===== src/rtl/emc_pkg.sv =====
package emc_pkg;

   localparam int WAIT_W = 5;
   localparam int TURN_W = 4;

   // one bank's configuration word, bit 0 = width LSB
   typedef struct packed {
      logic              rd_lanes;
      logic              wprot;
      logic [WAIT_W-1:0] sub_wait;
      logic              burst;
      logic [TURN_W-1:0] turn;
      logic [WAIT_W-1:0] wr_wait;
      logic [WAIT_W-1:0] rd_wait;
      logic              cs_high;
      logic [1:0]        width;
   } bank_cfg_t;

   localparam int CFG_W = $bits(bank_cfg_t);

   localparam bank_cfg_t CFG_RESET = '{
      rd_lanes: 1'b0, wprot: 1'b0, sub_wait: '1, burst: 1'b0,
      turn: '1, wr_wait: '1, rd_wait: '1, cs_high: 1'b0, width: 2'd2};

   typedef enum logic [1:0] {ST_IDLE, ST_TURN, ST_BEAT, ST_RESP} seq_state_t;

   // log2 of the number of beats a full word takes on a bank
   function automatic logic [1:0] beats_lg(input logic [1:0] w);
      case (w)
         2'd0:    return 2'd2;
         2'd1:    return 2'd1;
         default: return 2'd0;
      endcase
   endfunction

endpackage


===== src/rtl/emc_cfg_regs.sv =====
module emc_cfg_regs
   import emc_pkg::*;
#(
   parameter int NBANKS = 8,
   parameter int SEL_W  = $clog2(NBANKS),
   parameter int WORD_W = 32
)(
   input  logic                    clk,
   input  logic                    rst_n,
   input  logic                    cfg_we,
   input  logic [SEL_W-1:0]        cfg_sel,
   input  logic [WORD_W-1:0]       cfg_wdata,
   output logic [NBANKS*CFG_W-1:0] cfg_flat
);

   if (WORD_W <= CFG_W) begin : g_bad_word
      $error("emc_cfg_regs: configuration word too narrow");
   end

   logic unused_cfg_hi;
   assign unused_cfg_hi = ^cfg_wdata[WORD_W-1:CFG_W];

   for (genvar b = 0; b < NBANKS; b++) begin : g_bank
      bank_cfg_t q;
      always_ff @(posedge clk or negedge rst_n) begin
         if (!rst_n)
            q <= CFG_RESET;
         else if (cfg_we && cfg_sel == SEL_W'(b))
            q <= bank_cfg_t'(cfg_wdata[CFG_W-1:0]);
      end
      assign cfg_flat[b*CFG_W +: CFG_W] = q;
   end

endmodule


===== src/rtl/emc_cs_drive.sv =====
module emc_cs_drive #(
   parameter int NBANKS = 8,
   parameter int SEL_W  = $clog2(NBANKS)
)(
   input  logic              active,
   input  logic [SEL_W-1:0]  sel,
   input  logic [NBANKS-1:0] pol_high,
   output logic [NBANKS-1:0] act_vec,
   output logic [NBANKS-1:0] cs_pin
);

   for (genvar b = 0; b < NBANKS; b++) begin : g_cs
      assign act_vec[b] = active && (sel == SEL_W'(b));
      assign cs_pin[b]  = pol_high[b] ? act_vec[b] : ~act_vec[b];
   end

endmodule


===== src/rtl/emc_seq.sv =====
module emc_seq
   import emc_pkg::*;
#(
   parameter int ADDR_W = 32,
   parameter int DATA_W = 32,
   parameter int OFFS_W = 24,
   parameter int SEL_W  = 3
)(
   input  logic                clk,
   input  logic                rst_n,
   input  logic                req_valid,
   input  logic                req_write,
   input  logic [ADDR_W-1:0]   req_addr,
   input  logic [DATA_W-1:0]   req_wdata,
   input  logic [DATA_W/8-1:0] req_be,
   input  bank_cfg_t           new_cfg,
   output logic                in_beat,
   output logic                cur_write,
   output logic [SEL_W-1:0]    cur_bank,
   output logic [OFFS_W-1:0]   ext_addr,
   output logic [DATA_W-1:0]   ext_dout,
   output logic [DATA_W/8-1:0] lane_act,
   input  logic [DATA_W-1:0]   ext_din,
   output logic                done,
   output logic                done_err,
   output logic [DATA_W-1:0]   rdata
);

   localparam int LANES   = DATA_W / 8;
   localparam int LANE_LG = $clog2(LANES);
   localparam int BEAT_W  = (LANE_LG > 0) ? LANE_LG : 1;
   localparam int CNT_W   = (WAIT_W > TURN_W) ? WAIT_W : TURN_W;

   seq_state_t          st_q;
   bank_cfg_t           cfg_q;
   logic                we_q, err_q;
   logic [SEL_W-1:0]    bank_q;
   logic [OFFS_W-1:0]   base_q;
   logic [DATA_W-1:0]   wd_q, rbuf_q;
   logic [LANES-1:0]    be_q;
   logic [BEAT_W-1:0]   beat_q, last_beat;
   logic [CNT_W-1:0]    cnt_q;
   logic                prev_v_q, prev_we_q;
   logic [SEL_W-1:0]    prev_bank_q;

   logic [SEL_W-1:0]    req_bank;
   logic [1:0]          lg;
   logic [LANES-1:0]    lane_mask, be_sh;
   int                  bpb, boff;

   logic unused_addr_hi;
   assign unused_addr_hi = ^req_addr[ADDR_W-1:OFFS_W+SEL_W];

   assign req_bank = req_addr[OFFS_W +: SEL_W];

   function automatic logic [CNT_W-1:0] beat_wait(input bank_cfg_t c, input logic wr,
                                                  input logic first);
      if (wr)                   return CNT_W'(c.wr_wait);
      else if (c.burst && !first) return CNT_W'(c.sub_wait);
      else                      return CNT_W'(c.rd_wait);
   endfunction

   // beat geometry from the latched width
   always_comb begin
      lg        = beats_lg(cfg_q.width);
      last_beat = BEAT_W'((1 << lg) - 1);
      bpb       = LANES >> lg;
      boff      = int'(beat_q) * bpb;
      lane_mask = LANES'((1 << bpb) - 1);
      be_sh     = LANES'(be_q >> boff);
      ext_addr  = (base_q & ~OFFS_W'(LANES - 1)) + OFFS_W'(boff);
      ext_dout  = wd_q >> (boff * 8);
      if (we_q)
         lane_act = be_sh & lane_mask;
      else
         lane_act = cfg_q.rd_lanes ? lane_mask : '0;
   end

   always_ff @(posedge clk or negedge rst_n) begin
      if (!rst_n) begin
         st_q        <= ST_IDLE;
         cfg_q       <= CFG_RESET;
         we_q        <= 1'b0;
         err_q       <= 1'b0;
         bank_q      <= '0;
         base_q      <= '0;
         wd_q        <= '0;
         be_q        <= '0;
         beat_q      <= '0;
         cnt_q       <= '0;
         rbuf_q      <= '0;
         prev_v_q    <= 1'b0;
         prev_we_q   <= 1'b0;
         prev_bank_q <= '0;
      end else begin
         case (st_q)
            ST_IDLE: begin
               if (req_valid) begin
                  cfg_q  <= new_cfg;
                  we_q   <= req_write;
                  bank_q <= req_bank;
                  base_q <= req_addr[OFFS_W-1:0];
                  wd_q   <= req_wdata;
                  be_q   <= req_be;
                  beat_q <= '0;
                  err_q  <= 1'b0;
                  if (req_write && new_cfg.wprot) begin
                     err_q <= 1'b1;
                     st_q  <= ST_RESP;
                  end else if (prev_v_q && (prev_bank_q != req_bank ||
                                            prev_we_q != req_write)) begin
                     cnt_q <= CNT_W'(new_cfg.turn);
                     st_q  <= ST_TURN;
                  end else begin
                     cnt_q <= beat_wait(new_cfg, req_write, 1'b1);
                     st_q  <= ST_BEAT;
                  end
               end
            end
            ST_TURN: begin
               if (cnt_q == '0) begin
                  cnt_q <= beat_wait(cfg_q, we_q, 1'b1);
                  st_q  <= ST_BEAT;
               end else begin
                  cnt_q <= cnt_q - CNT_W'(1);
               end
            end
            ST_BEAT: begin
               if (cnt_q == '0) begin
                  if (!we_q) begin
                     for (int i = 0; i < LANES; i++)
                        if (i < bpb) rbuf_q[(boff + i)*8 +: 8] <= ext_din[i*8 +: 8];
                  end
                  if (beat_q == last_beat) begin
                     st_q        <= ST_RESP;
                     prev_v_q    <= 1'b1;
                     prev_bank_q <= bank_q;
                     prev_we_q   <= we_q;
                  end else begin
                     beat_q <= beat_q + BEAT_W'(1);
                     cnt_q  <= beat_wait(cfg_q, we_q, 1'b0);
                  end
               end else begin
                  cnt_q <= cnt_q - CNT_W'(1);
               end
            end
            ST_RESP:  st_q <= ST_IDLE;
            default:  st_q <= ST_IDLE;
         endcase
      end
   end

   assign in_beat   = (st_q == ST_BEAT);
   assign cur_write = we_q;
   assign cur_bank  = bank_q;
   assign done      = (st_q == ST_RESP);
   assign done_err  = done && err_q;
   assign rdata     = rbuf_q;

endmodule


===== src/rtl/ext_mem_ctrl.sv =====
module ext_mem_ctrl
   import emc_pkg::*;
#(
   parameter int NBANKS = 8,
   parameter int ADDR_W = 32,
   parameter int DATA_W = 32,
   parameter int OFFS_W = 24,
   localparam int SEL_W = $clog2(NBANKS),
   localparam int LANES = DATA_W / 8
)(
   input  logic              clk,
   input  logic              rst_n,
   input  logic              cfg_we,
   input  logic [SEL_W-1:0]  cfg_sel,
   input  logic [31:0]       cfg_wdata,
   input  logic              req_valid,
   input  logic              req_write,
   input  logic [ADDR_W-1:0] req_addr,
   input  logic [DATA_W-1:0] req_wdata,
   input  logic [LANES-1:0]  req_be,
   output logic              rsp_ready,
   output logic              rsp_err,
   output logic [DATA_W-1:0] rsp_rdata,
   output logic [NBANKS-1:0] mem_cs,
   output logic [OFFS_W-1:0] mem_addr,
   output logic [DATA_W-1:0] mem_dout,
   output logic              mem_dout_en,
   input  logic [DATA_W-1:0] mem_din,
   output logic              mem_oe_n,
   output logic              mem_we_n,
   output logic [LANES-1:0]  mem_bls_n
);

   if (DATA_W != 32) begin : g_bad_data
      $error("ext_mem_ctrl: width encoding assumes a 32-bit data bus");
   end
   if (OFFS_W + SEL_W > ADDR_W) begin : g_bad_addr
      $error("ext_mem_ctrl: bank field does not fit in the address");
   end
   if (NBANKS != (1 << SEL_W)) begin : g_bad_banks
      $error("ext_mem_ctrl: bank count must be a power of two");
   end

   logic [NBANKS*CFG_W-1:0] cfg_flat;
   logic [NBANKS-1:0]       pol_high, cs_act;
   logic [SEL_W-1:0]        req_bank, cur_bank;
   bank_cfg_t               new_cfg;
   logic                    in_beat, cur_write;
   logic [LANES-1:0]        lane_act;

   emc_cfg_regs #(.NBANKS(NBANKS), .SEL_W(SEL_W), .WORD_W(32)) u_cfg (
      .clk(clk), .rst_n(rst_n), .cfg_we(cfg_we), .cfg_sel(cfg_sel),
      .cfg_wdata(cfg_wdata), .cfg_flat(cfg_flat));

   assign req_bank = req_addr[OFFS_W +: SEL_W];
   always_comb new_cfg = bank_cfg_t'(cfg_flat[int'(req_bank)*CFG_W +: CFG_W]);

   for (genvar b = 0; b < NBANKS; b++) begin : g_pol
      bank_cfg_t one;
      assign one         = bank_cfg_t'(cfg_flat[b*CFG_W +: CFG_W]);
      assign pol_high[b] = one.cs_high;
   end

   emc_seq #(.ADDR_W(ADDR_W), .DATA_W(DATA_W), .OFFS_W(OFFS_W), .SEL_W(SEL_W)) u_seq (
      .clk(clk), .rst_n(rst_n), .req_valid(req_valid), .req_write(req_write),
      .req_addr(req_addr), .req_wdata(req_wdata), .req_be(req_be), .new_cfg(new_cfg),
      .in_beat(in_beat), .cur_write(cur_write), .cur_bank(cur_bank),
      .ext_addr(mem_addr), .ext_dout(mem_dout), .lane_act(lane_act), .ext_din(mem_din),
      .done(rsp_ready), .done_err(rsp_err), .rdata(rsp_rdata));

   emc_cs_drive #(.NBANKS(NBANKS), .SEL_W(SEL_W)) u_cs (
      .active(in_beat), .sel(cur_bank), .pol_high(pol_high),
      .act_vec(cs_act), .cs_pin(mem_cs));

   assign mem_oe_n    = ~(in_beat & ~cur_write);
   assign mem_we_n    = ~(in_beat &  cur_write);
   assign mem_dout_en = in_beat & cur_write;
   assign mem_bls_n   = in_beat ? ~lane_act : '1;

endmodule


===== config.mk =====
export PLATFORM = sky130hd
export DESIGN_NAME = ext_mem_ctrl
export DESIGN_NICKNAME = d
export VERILOG_FILES = /design/src/rtl/emc_pkg.sv /design/src/rtl/emc_cfg_regs.sv /design/src/rtl/emc_cs_drive.sv /design/src/rtl/emc_seq.sv /design/src/rtl/ext_mem_ctrl.sv
export SDC_FILE = /design/constraint.sdc
export NUM_CORES = 1
export LEC_CHECK = 0
export CORE_MARGIN = 2
export CORE_UTILIZATION = 55
export CTS_BUF_LIST = sky130_fd_sc_hd__clkbuf_8
export CTS_CLUSTER_DIAMETER = 30
export DETAILED_ROUTE_END_ITERATION = 8
export DONT_BUFFER_PORTS = 1
export PLACE_DENSITY_LB_ADDON = 0.12
export SLEW_MARGIN = 15
export SYNTH_ARGS = -nofsm -noshare
export SYNTH_HDL_FRONTEND = slang
export SYNTH_SLANG_ARGS = --single-unit
export TNS_END_PERCENT = 30

===== constraint.sdc =====
create_clock -name clk -period 9.9 [get_ports clk]
set_input_delay 0.99 -clock clk [delete_from_list [all_inputs] [get_ports clk]]
set_output_delay 0.99 -clock clk [all_outputs]
set_load 0.01 [all_outputs]

Yosys cells after proc, flatten, opt, wreduce, memory -nomap -nowiden
Index checks and enable logic that the tools add are counted.

ROM bits: 0. Input bits: 140. Memories kept: 0. Flip-flop bits (word level): 330. Latch bits: 0. RAM bits: 0. Output and inout port bits: 105. Logic and storage cells: 251.

Shift operators: 14. Multipliers: 2. Bitwise logic cells: 15. $lt $le $gt $ge: 4. Div/mod/pow operators: 0. Multiplexer cells: 52. Reduce and logical (&&, ||, !) cells: 33. Eq/ne operators: 28. Add/sub/neg operators: 12.

Operator list (count): $mux W32 (13); $shiftx A200 B9 Y25 (1); $neg A32 Y33 (4); $shift A8 B33 Y32 const A (4); $shiftx A8 B33 Y32 (4); $bwmux W32 (4); $lt A3 B32 Y1 const A (2); $add A29 B3 Y29 const B (2); $mux W5 (10); $lt A1 B32 Y1 const A (1); $lt A2 B32 Y1 const A (1); $mul A3 B32 Y32 (1); $shl A1 B32 Y4 const A (1); $shr A3 B2 Y32 const A (1); $shr A32 B32 Y32 (1); $shr A4 B32 Y4 (1); $add A29 B2 Y29 const B (1); $add A24 B24 Y24 (1); $eq A3 B3 Y1 const B (8); $logic_and A1 B1 Y1 (19); $mux W2 (9); $pmux W5 S3 (1); $eq A3 B2 Y1 const B (4); $mux W4 (3); 31 further kinds (63).

Logic depth before layout (Yosys ltp)
Depth in word-level cells: 23. Mapped depth: 20. Gate-level depth less buffers: 16.

Hierarchy
A second synthesis with hierarchy kept.

Cells, all modules: 1300. Area, all modules: 17385.4 µm².

By module, submodules not included: emc_seq (cells each 752, sequential area each 3223.1 µm², area each 7758.7 µm², times used 1); emc_cfg_regs (cells each 431, sequential area each 5205.0 µm², area each 7722.4 µm², times used 1); ext_mem_ctrl (cells each 97, sequential area each 0.0 µm², area each 1725.4 µm², times used 1); emc_cs_drive (cells each 20, sequential area each 0.0 µm², area each 178.9 µm², times used 1).

Least setup slack after synthesis
No wires, ideal clock.

Path type: reg-to-output. From: reg u_seq.cfg_q[1] (netlist bit). To: out mem_addr[15]. Arrival: 3.710 ns. Cell stages (with the launch flop): 18. Path slack: 5.200 ns. Data required time: 8.910 ns. Path buffers: 4. Cell sequence: dfstp_2 -> clkbuf_1 -> clkbuf_1 -> ha_1 -> ha_1 -> ha_1 -> inv_1 -> fa_1 -> buf_2 -> clkinv_1 -> ha_1 -> a21o_1 -> a21oi_1 -> nor3b_1 -> and2_0 -> clkbuf_1 -> nand4_1 -> xnor2_1.

Word-level cells in the longest chain between the ends: 5. Elaborated cells on any way between the ends: 6. Classes of those cells: add/sub (1); mul (1); eq/ne (1); shift (1); mux (1); reduce/logical (1).

RTL lines: start, declared (RTL line emc_seq.sv:35) `bank_cfg_t cfg_q;`; start signal, assigned (RTL line emc_seq.sv:99) `cfg_q <= new_cfg;`; $eq A2 B1 Y1 / $logic_not A2 Y1 (equally long branches) (RTL line emc_pkg.sv:29) `case (w)`; $pmux W2 S2 (*) (RTL line emc_pkg.sv:29); $shr A3 B2 Y32 (*) (RTL line emc_seq.sv:67) `bpb = LANES >> lg;`; $mul A3 B32 Y32 (*) (RTL line emc_seq.sv:68) `boff = int'(beat_q) * bpb;`; $add A24 B24 Y24 (*) (RTL line emc_seq.sv:71) `ext_addr = (base_q & ~OFFS_W'(LANES - 1)) + OFFS_W'(boff);`; end, declared (RTL line ext_mem_ctrl.sv:25) `output logic [OFFS_W-1:0] mem_addr,`.

Every way passes the cells marked *; elsewhere a longest branch is shown, timed or not.

Worst setup path after layout
From: reg u_seq.cfg_q[1] (netlist bit). To: out mem_addr[23].

Same word-level chain as after synthesis.

==> results_dict.tcl <==
set metrics [dict create \
    setup_slack_of_the_worst_register_to_register_path_ns 4.64 \
    share_of_the_synthesized_area_in_the_top_cell_type 0.2728 \
    post_cts_resize_count 0 \
    layout.filler_cells 2482 \
    share_of_final_layout_standard_cells_stronger_than_drive_strength_1 0.4460 \
    fin_setup_tns_ns 0 \
    min-delay-path-class "in2async" \
    timing.final.crit_share 0.6130 \
    numClockSinks 328 \
    drc_errors 0 \
    gr-usage-all-layers 0.2490 \
    antenna_found_initial 2 \
    post_cts_hold_buffer_count 0 \
    p_leak_nw 7.703 \
    yosys_warnings 0 \
    post-synth-top-area-cell "dfstp_2" \
    total_via_count_after_detailed_routing 11150 \
    detailedPlace.worstSlack_ns 4.433 \
    ctsLongestPathBuffers 3 \
    cts-buffers-inserted 74 \
    critical_path.max_fanout 16 \
    slew_headroom 0.2301 \
    synth_edf_count 0 \
    core_area_sq_um 30430 \
    yosys_most_used_dff "dfstp_2" \
    gp_congestion 0.8917 \
    first_pass_iters 5 \
    route.detailed.vias_per_inst 6.052 \
    initialDrtViolationCount 820 \
    start_kind "flop" \
    cts_root_buffer "clkbuf_8" \
    seq_area_sq_um 8428 \
    boundaryPins 245 \
    max_freq_ghz 0.1648 \
    ir_worst_vdd_mv 0.1594 \
    place_area_sq_um 17220 \
    syn-num-nets 1552 \
    synth_seq_area_share 0.4972 \
    r2r.worst_path.cells 13 \
    grt_pass1_wl_mm 64.37 \
    syn_area_per_cell_sq_um 12.25 \
    asyncSetResetFlopFracSynth 1.000 \
    die_ar_sq_um 32240 \
    worst_r2r_endpoint "u_seq.rdata[18]" \
    final_util 0.6203 \
    cellPowerDensity_nw_per_um2 297.2 \
    routed_wirelength_mm 39.83 \
    finalWorstSetupSlack_ns 3.831 \
    worstPathRequired_ns 8.91 \
    layout_commonest_cell "mux2_2" \
    flow.area_growth_from_synthesis_pct 11.35 \
    max_cap_viols 0 \
    maximum_number_of_pins_on_one_net_before_global_route_repair 329 \
    fin_total_pwr_mw 5.609 \
    cp.arrival_ns 5.08 \
    beginning_of_the_worst_register_to_register_path "u_seq.cfg_q[1]" \
    worstSetupEndpoint "mem_addr[23]" \
    worst_slew_pin_slew_ns 1.155 \
    setup_viol 0 \
    postSynthCellCount 1384 \
    cts_tree "built" \
    shortest_period_the_worst_path_allows_ns 6.069 \
    yosysUniqueCellTypes 65 \
    worst_setup_path_end_kind "output port" \
    post-cts-setup-buffers 0 \
    report.final.slew_viol_count 0 \
    place_hpwl_mm 24.82 \
    start_to_end_type_of_the_worst_setup_path "reg2out" \
    finalHoldViolations 0 \
    clock_skew_ns 0.01866 \
    core.rowCount 64 \
    initial_core_util 0.5570 \
    place_inst 1707 \
    ys_top_cells_by_area "dfstp_2 27%, dfrtp_1 22%, mux2_2 18%" \
    grt_pass1_vias 11530 \
    io_buffer_count 0 \
    rsz_0062_raised_after_global_routing "no" \
    htree_num_levels 3 \
    final_hold_slack_ns 0.1064 \
    clkTransAtPathRegs_ns 0.06 \
    floorplan_die_height_um 179.6 \
    fin_area_sq_um 18870 \
    non_filler_instance_count_after_layout 1842 \
    final_nets 1555 \
    clk-insertion-delay-late_ns 0.59 \
    antenna_violating_nets_post_route 0 \
    die_x_um 179.6 \
    multi_input_comb_area_sq_um 8115 \
    layout.cells.most_common_list "271 x mux2_2, 176 x dfstp_2, 152 x dfrtp_1" \
    route.detailed.wl_per_inst_um 21.62 \
    status "finished clean" \
    synth_seq_cells 328 \
    grt_remaining_overflow 0 \
    synthesis.area_sq_um 16950 \
    timing.critical_path.from "u_seq.cfg_q[1]" \
]
## Yosys cell counts (all sizes together), types with 15 or more instances
master,count
nand2,128
a21oi,68
nor2,41
a31oi,15
mux4,48
xnor2,23
nand3,34
xor2,16
buf,26
mux2,271
clkbuf,63
and2,16
mux2i,36
ha,26
o21ai,65
inv,15
dfstp,176
dfrtp,152
## logic make-up (layout without fill, tap and decap cells)
kind of cell,Yosys count,count (layout),synth area share
AND/OR/NAND/NOR,303,303,0.08932
AO/OA/AOI/OAI,224,224,0.07972
adder cells (fa/ha/maj),28,28,0.02155
multiplexers,355,355,0.2651
XOR/XNOR,40,40,0.02148
buffers and inverters,106,166,0.02561
other,0,2,0
flip-flops,328,328,0.4972
## sequential cells by signal, summed over array words and instances (netlist names)
register,cells
u_seq.be_q,4
u_seq.rdata,32
u_seq.prev_we_q,1
u_seq.st_q,2
u_cfg.cfg_flat,200
u_seq.err_q,1
u_seq.cfg_q,19
u_seq.cnt_q,5
u_seq.beat_q,2
u_seq.cur_bank,3
u_seq.cur_write,1
u_seq.prev_v_q,1
u_seq.prev_bank_q,3
u_seq.wd_q,32
u_seq.base_q,22
## cell type report
type | instances | share of cell area
inverter | 17 | 0.003381
timing repair buffer | 16 | 0.006364
multi-input combinational | 950 | 0.4300
clock buffer | 87 | 0.06344
clock inverter | 46 | 0.02380
sequential | 328 | 0.4465
antenna | 2 | 0.0002652
tap | 396 | 0.02625
## critical path: stages (launching register included)
cell,delay (ns)
dfstp_2,0.45
nor2_1,0.29
ha_1,0.21
ha_1,0.16
ha_1,0.14
inv_1,0.05
fa_1,0.84
clkinv_1,0.46
ha_1,0.42
a21o_1,0.11
a21oi_1,0.11
nor3b_1,0.39
and2_0,0.39
nand4_1,0.18
xnor2_1,0.29
## where the power goes
group          switching (mW)  total (mW)  internal [mW]
logic                   0.896        1.68          0.783
clock network           0.633        1.65           1.02
registers               0.375        2.28           1.90
## layer usage
layer	vias to the layer above	GRT usage	wire length [um]
li1	5076	-	-
met1	5652	0.3253	16850
met2	328	0.4052	19350
met3	91	0.06544	2515
met4	0	0.08520	1118
met5	-	0	0
## how the worst min path moves through the flow
| stage | end | slack [ns] | cells past startpoint |
|---|---|---|---|
| after global routing | u_seq.base_q[21] | 0.06 | 0 |
| final | u_seq.base_q[12] | 0.11 | 0 |
| after global placement | u_seq.prev_v_q | 0.46 | 1 |
| after floorplan | u_seq.prev_v_q | 0.44 | 1 |
| after detailed placement | u_seq.prev_v_q | 0.45 | 1 |
| after CTS | u_seq.base_q[9] | 0.06 | 0 |
Note: power is estimated with default switching activity, not from simulation.
